### src/rtl/prio_irq_pkg.sv
package prio_irq_pkg;
  localparam int unsigned NLINES = 8;
  localparam int unsigned LW = $clog2(NLINES);

  typedef enum logic [2:0] {
    CMD_EOI_ANY      = 3'b001,
    CMD_EOI_ANY_ROT  = 3'b101,
    CMD_EOI_LINE     = 3'b011,
    CMD_EOI_LINE_ROT = 3'b111,
    CMD_SET_PRIO     = 3'b110
  } cmd_e;
endpackage

### src/rtl/rot_scan.sv
// Rotating-offset priority scanner: lowest scan position wins.
module rot_scan #(
  parameter int unsigned N  = 8,
  parameter int unsigned LW = $clog2(N)
) (
  input  logic [N-1:0]  req,
  input  logic [LW-1:0] base,
  output logic [LW:0]   rank,
  output logic [LW-1:0] line,
  output logic          hit
);
  logic [LW-1:0] idx;

  always_comb begin
    rank = (LW+1)'(N);
    line = '0;
    idx  = '0;
    for (int p = N - 1; p >= 0; p--) begin
      idx = base + LW'(p);
      if (req[idx]) begin
        rank = (LW+1)'(p);
        line = idx;
      end
    end
    hit = (rank != (LW+1)'(N));
  end

  // a reported line must be a requesting line
  always_comb begin
    if (hit) p_scan_hit_r2: assert (req[line]);
  end
endmodule

### src/rtl/svc_update.sv
// Next-state logic for the in-service vector and the rotation offset.
module svc_update #(
  parameter int unsigned N  = 8,
  parameter int unsigned LW = $clog2(N)
) (
  input  logic [N-1:0]  isr,
  input  logic [LW-1:0] off,
  input  logic          ack,
  input  logic          win_hit,
  input  logic [LW-1:0] win_line,
  input  logic          auto_eoi,
  input  logic          rot_on_aeoi,
  input  logic          cmd_valid,
  input  logic [2:0]    cmd_code,
  input  logic [LW-1:0] cmd_line,
  input  logic          top_hit,
  input  logic [LW-1:0] top_line,
  output logic [N-1:0]  isr_nxt,
  output logic [LW-1:0] off_nxt
);
  import prio_irq_pkg::*;

  always_comb begin
    isr_nxt = isr;
    off_nxt = off;
    if (ack && win_hit) begin
      if (auto_eoi) begin
        if (rot_on_aeoi) off_nxt = win_line + LW'(1);
      end else begin
        isr_nxt[win_line] = 1'b1;
      end
    end else if (cmd_valid) begin
      case (cmd_code)
        CMD_EOI_ANY: if (top_hit) isr_nxt[top_line] = 1'b0;
        CMD_EOI_ANY_ROT: if (top_hit) begin
          isr_nxt[top_line] = 1'b0;
          off_nxt = top_line + LW'(1);
        end
        CMD_EOI_LINE: isr_nxt[cmd_line] = 1'b0;
        CMD_EOI_LINE_ROT: begin
          isr_nxt[cmd_line] = 1'b0;
          off_nxt = cmd_line + LW'(1);
        end
        CMD_SET_PRIO: off_nxt = cmd_line + LW'(1);
        default: ;
      endcase
    end
  end
endmodule

### src/rtl/prio_irq_resolver.sv
module prio_irq_resolver #(
  parameter int unsigned N        = prio_irq_pkg::NLINES,
  parameter int unsigned VEC_W    = 8,
  parameter int unsigned CASC_BIT = 2
) (
  input  logic             clk,
  input  logic             rst,
  input  logic [N-1:0]     pend,
  input  logic [N-1:0]     mask,
  input  logic [N-1:0]     trig_level,
  input  logic [VEC_W-1:0] vec_base,
  input  logic             spec_mask_en,
  input  logic             nested_en,
  input  logic             is_master,
  input  logic             auto_eoi,
  input  logic             rot_on_aeoi,
  input  logic             ack,
  input  logic             cmd_valid,
  input  logic [2:0]       cmd_code,
  input  logic [$clog2(N)-1:0] cmd_line,
  output logic             irq,
  output logic             ack_valid,
  output logic [VEC_W-1:0] ack_vector,
  output logic [N-1:0]     pend_clr,
  output logic [N-1:0]     in_service,
  output logic [$clog2(N)-1:0] prio_offset
);
  localparam int unsigned LW = $clog2(N);
  localparam logic [LW-1:0] SPUR_LINE = LW'(N - 1);

  logic [N-1:0]  isr_q, isr_nxt, cand, lvl_set;
  logic [LW-1:0] off_q, off_nxt;
  logic [LW:0]   cand_rank, lvl_rank, top_rank;
  logic [LW-1:0] cand_line, lvl_line, top_line;
  logic          cand_hit, lvl_hit, top_hit;
  logic [LW-1:0] ack_line;

  assign cand = pend & ~mask;

  always_comb begin
    lvl_set = isr_q;
    if (spec_mask_en) lvl_set = lvl_set & ~mask;
    if (nested_en && is_master) lvl_set[CASC_BIT] = 1'b0;
  end

  rot_scan #(.N(N), .LW(LW)) u_cand (
    .req(cand), .base(off_q), .rank(cand_rank), .line(cand_line), .hit(cand_hit));
  rot_scan #(.N(N), .LW(LW)) u_level (
    .req(lvl_set), .base(off_q), .rank(lvl_rank), .line(lvl_line), .hit(lvl_hit));
  rot_scan #(.N(N), .LW(LW)) u_top (
    .req(isr_q), .base(off_q), .rank(top_rank), .line(top_line), .hit(top_hit));

  svc_update #(.N(N), .LW(LW)) u_upd (
    .isr(isr_q), .off(off_q), .ack(ack), .win_hit(cand_hit), .win_line(cand_line),
    .auto_eoi(auto_eoi), .rot_on_aeoi(rot_on_aeoi), .cmd_valid(cmd_valid),
    .cmd_code(cmd_code), .cmd_line(cmd_line), .top_hit(top_hit), .top_line(top_line),
    .isr_nxt(isr_nxt), .off_nxt(off_nxt));

  assign ack_line = cand_hit ? cand_line : SPUR_LINE;

  always_ff @(posedge clk) begin
    if (rst) begin
      isr_q      <= '0;
      off_q      <= '0;
      irq        <= 1'b0;
      ack_valid  <= 1'b0;
      ack_vector <= '0;
      pend_clr   <= '0;
    end else begin
      isr_q      <= isr_nxt;
      off_q      <= off_nxt;
      irq        <= cand_rank < lvl_rank;
      ack_valid  <= ack;
      pend_clr   <= '0;
      if (ack) begin
        ack_vector <= {vec_base[VEC_W-1:LW], ack_line};
        if (cand_hit && !trig_level[cand_line]) pend_clr[cand_line] <= 1'b1;
      end
    end
  end

  assign in_service  = isr_q;
  assign prio_offset = off_q;

  // at most one clear, never for a level-triggered line
  p_clr_onehot_r8: assert property (@(posedge clk) disable iff (rst)
    $onehot0(pend_clr));
  p_clr_edge_only_r8: assert property (@(posedge clk) disable iff (rst)
    ack && cand_hit && trig_level[cand_line] |=> pend_clr == '0);
  // a normal acknowledge sets the winner's in-service bit
  p_ack_sets_isr_r6: assert property (@(posedge clk) disable iff (rst)
    ack && cand_hit && !auto_eoi |=> in_service[$past(cand_line)]);
  // a specific end-of-interrupt clears the named bit
  p_eoi_line_r11: assert property (@(posedge clk) disable iff (rst)
    cmd_valid && !ack && cmd_code[1:0] == 2'b11 |=> !in_service[$past(cmd_line)]);
  // set-priority moves the offset, service state stays
  p_set_prio_r12: assert property (@(posedge clk) disable iff (rst)
    cmd_valid && !ack && cmd_code == 3'b110 |=>
      prio_offset == $past(cmd_line) + LW'(1) && $stable(in_service));
  // a spurious acknowledge leaves service state unchanged
  p_spurious_r9: assert property (@(posedge clk) disable iff (rst)
    ack && !cand_hit |=> $stable(in_service) && $stable(prio_offset));
endmodule

### config.mk
export PLATFORM = sky130hd
export DESIGN_NAME = prio_irq_resolver
export DESIGN_NICKNAME = d
export VERILOG_FILES = /design/src/rtl/prio_irq_pkg.sv /design/src/rtl/rot_scan.sv /design/src/rtl/svc_update.sv /design/src/rtl/prio_irq_resolver.sv
export SDC_FILE = /design/constraint.sdc
export NUM_CORES = 1
export LEC_CHECK = 0
export BUFFER_PORTS_ARGS = -buffer_cell sky130_fd_sc_hd__buf_2
export CAP_MARGIN = 30
export CORE_AREA = 2 2 104 106
export CTS_BUF_LIST = sky130_fd_sc_hd__clkbuf_4 sky130_fd_sc_hd__clkbuf_8
export CTS_CLUSTER_SIZE = 25
export DETAILED_ROUTE_END_ITERATION = 8
export DIE_AREA = 0 0 106 108
export PLACE_DENSITY = 0.53
export SLEW_MARGIN = 20
export SYNTH_ARGS = -nofsm -noshare
export SYNTH_HDL_FRONTEND = slang
export SYNTH_SLANG_ARGS = --single-unit
### constraint.sdc
create_clock -name clk -period 9.6 [get_ports clk]
set_clock_uncertainty 0.15 [all_clocks]
set_input_delay 0.96 -clock clk [delete_from_list [all_inputs] [get_ports clk]]
set_output_delay 0.96 -clock clk [all_outputs]
set_load 0.005 [all_outputs]
==> out/qor.yml <==
outcome:
  status: "completed"
clock_tree:
  cts_buffers: 5
  cts_tree: "yes"
  cts.repair.resized: 0
  cts_root_buf: "clkbuf_8"
  clk_path_buf_depth: 2
  cts_hold_buf: 0
  cts_sinks: 29
  clk_pin_slew_ns: 0.06
  h-tree-depth: 2
  clk_latency_ns: 0.28
  cts_setup_buffers: 0
detailed_routing:
  vias: 3592
  drt_iter0_markers: 253
  wl_per_cell_um: 18.43
  wl_um: 11150
  route.detailed.drc: 0
  dr.pass1.iters: 5
  viasPerCell: 5.937
  ant_nets: 0
power:
  power.share.switching_pct: 50.70
  p_total_uw: 1071
  powerDensity_nw_per_um2: 261.9
  p_seq_share_pct: 14.6
  netSwitchingPower_uw: 542.9
  intPower_uw: 528.0
  power_frac_comb_pct: 76.3
  leakage_uw: 0.001704
  clkPwrFrac_pct: 9.1
  peakVddDrop_v: 0.0001525
timing:
  period_needed_ns: 4.647
  maxSlewHeadroom_pct: 40.10
  rsz0062_at_grt: "false"
  tns_ns: 0
  max_freq_ghz: 0.2152
  hold_viol_final: 0
  fin_crit_sh_pct: 48.41
  drv_slew: 0
  tightest_slew_ns: 0.8985
  whs_ns: 0.3243
  setup_viol: 0
synth:
  synth.distinct_cells: 74
  syn_area_sq_um: 3562
  synth.top_cell.area_share_pct: 16.30
  avgSynthCellArea_sq_um: 8.752
  synth-seq-cells: 29
  ys.flop_type: "dfxtp_1"
  synth_seq_area_share_pct: 16.30
  synth_largest_area_cell: "dfxtp_1"
  synth_edf_count: 0
  yosysWarningCount: 0
  yosys-top-cells-area: "dfxtp_1 (16%), mux4_2 (15%), mux2i_1 (9.6%)"
  async_flop_share_pct: 0
  synth_cells: 407
  mappedNetlistNets: 460
worst_setup_path:
  cp_max_fo: 18
  required_ns: 9.60
  cp.arrival_ns: 4.65
  cpMaxStageDelayCell: "ha_1"
  reg2reg_from: "prio_offset[1]"
  start_kind: "flip-flop"
  cp_slowest_stage_delay_ns: 0.90
  cp_cell_sequence: "inv_1 -> ha_1 -> inv_1 -> mux4_2 -> nor3_1 -> o31ai_1 -> a311oi_2 -> nor2_1 -> a21oi_1 -> ha_1 -> mux2i_1 -> nor2_1"
  critical_path_class: "flip-flop to flip-flop"
  r2r-end: "prio_offset[1]"
  end_kind: "flip-flop"
  r2r_cells: 12
  r2r_slack_ns: 4.95
placed_design:
  dp_cells: 597
  port_buffers: 72
  place.gp.congestion: 0.8781
  dp.final_hpwl_um: 8614
die:
  die_x_um: 106
  core_sq_um: 10230
  boundaryPins: 76
  fp.dieArea_sq_um: 11450
  die-height_um: 108
  start_util_pct: 34.82
  num_rows: 37
cells_and_area:
  drive_gt1_share_pct: 29.00
  syn_to_final_growth_pct: 14.79
  fillCellCount: 1050
  mostFrequentLayoutCell: "buf_2"
  nets: 521
  multi_input_area_sq_um: 2830
  final_cells: 605
  antenna_cells: 0
  layout_common_cells: "buf_2 (72), nor2_1 (38), mux2i_1 (34)"
  seq_area_sq_um: 581.8
global_route:
  grt_pass1_wl_um: 17930
  antenna_found_initial: 0
  track_usage_pct: 19.66
  grt_max_degree: 40
  grt_pass1_vias: 3523
  grt_overflow: 0
flow_run:
  cap_violations: 0
worst_hold_path:
  hold_path_class: "flip-flop to flip-flop"
  min_path_cells: 2
  hold_path_end: "ack_vector[1]"
  min_from: "ack_vector[1]"
## through the flow
stage	worst slack, ns	utilization (%)	instance area, sq um
2_1_floorplan	5.875	-	3562
3_3_place_gp	5.026	39.12	4003
3_5_place_dp	4.985	39.12	4003
4_1_cts	4.977	39.97	4089
5_1_grt	4.558	39.97	4089
6_report	4.953	39.97	4089
## power groups by stage
stage               Clock (uW)  Combinational, uW  Sequential, uW
floorplan                    0                619             159
global placement             0                799             159
detailed placement           0                808             160
CTS                        102                813             157
global route               106                902             160
finish                    97.7                817             156
## cell families (layout without fill, tap and decap cells)
kind of cell	Yosys count	in the layout	synth area share, %
fa+ha+maj	6	6	2.107
mux	66	66	27.33
buf+inv	31	93	4.250
xor+xnor	7	7	2.881
compound gates	116	116	24.83
flops	29	29	16.30
simple gates	152	152	22.30
## cell type report
| class | count | area share, % |
|---|---|---|
| clock inverters | 3 | 0.4284 |
| inverters | 10 | 0.9180 |
| clock buffers | 5 | 1.683 |
| repair buffers | 75 | 9.364 |
| well taps | 136 | 4.162 |
| multi-input cells | 347 | 69.22 |
| flip-flops and latches | 29 | 14.23 |
## flip-flops by register name (all words and copies together), names as in the netlist
register and cells:
in_service 8, prio_offset 3, ack_vector 8, ack_valid 1, irq 1, pend_clr 8
## worst max path at each step
stage                     end      startpoint  cells after the start
4_1_cts        prio_offset[1]  prio_offset[1]                     12
3_5_place_dp   prio_offset[1]  prio_offset[1]                     12
2_1_floorplan  prio_offset[1]  prio_offset[1]                     14
6_report       prio_offset[1]  prio_offset[1]                     12
5_1_grt        prio_offset[1]  prio_offset[1]                     12
3_3_place_gp   prio_offset[1]  prio_offset[1]                     12
## synthesized netlist by cell type, drive strengths merged (3+ instances only)
library cell	instances
a211oi	5
nand3	5
nor2	38
nand2b	14
xnor2	4
o211ai	5
a221oi	6
dfxtp	29
nand4	3
o31ai	4
a22o	4
ha	6
nor2b	14
a21boi	10
mux2i	35
mux4	24
a31o	3
mux2	7
xor2	3
inv	9
a21oi	26
or2	4
a21o	6
clkbuf	7
nor3	17
and3	5
nor4	5
a311oi	4
buf	14
nor3b	5
o21ai	14
a31oi	5
o21bai	3
nand2	29
nand3b	4
## worst max-delay path: cells and delay by family, from the launching register on
family | cells | cell delay, ns
AOI/OAI and AO/OA | 3 | 1.20
adders and majority gates | 2 | 1.16
buffers and inverters | 2 | 0.73
DFF | 1 | 0.34
muxes | 2 | 0.56
and+or+nand+nor | 3 | 0.37
## metal layers
metal | share of wire [%] | GRT usage [%]
met1 | 43 | 26.01
met2 | 47 | 33.27
met3 | 8.3 | 2.712
met4 | 2.2 | 6.391
met5 | 0 | 0
No activity file was read; power rests on OpenSTA's default activity.
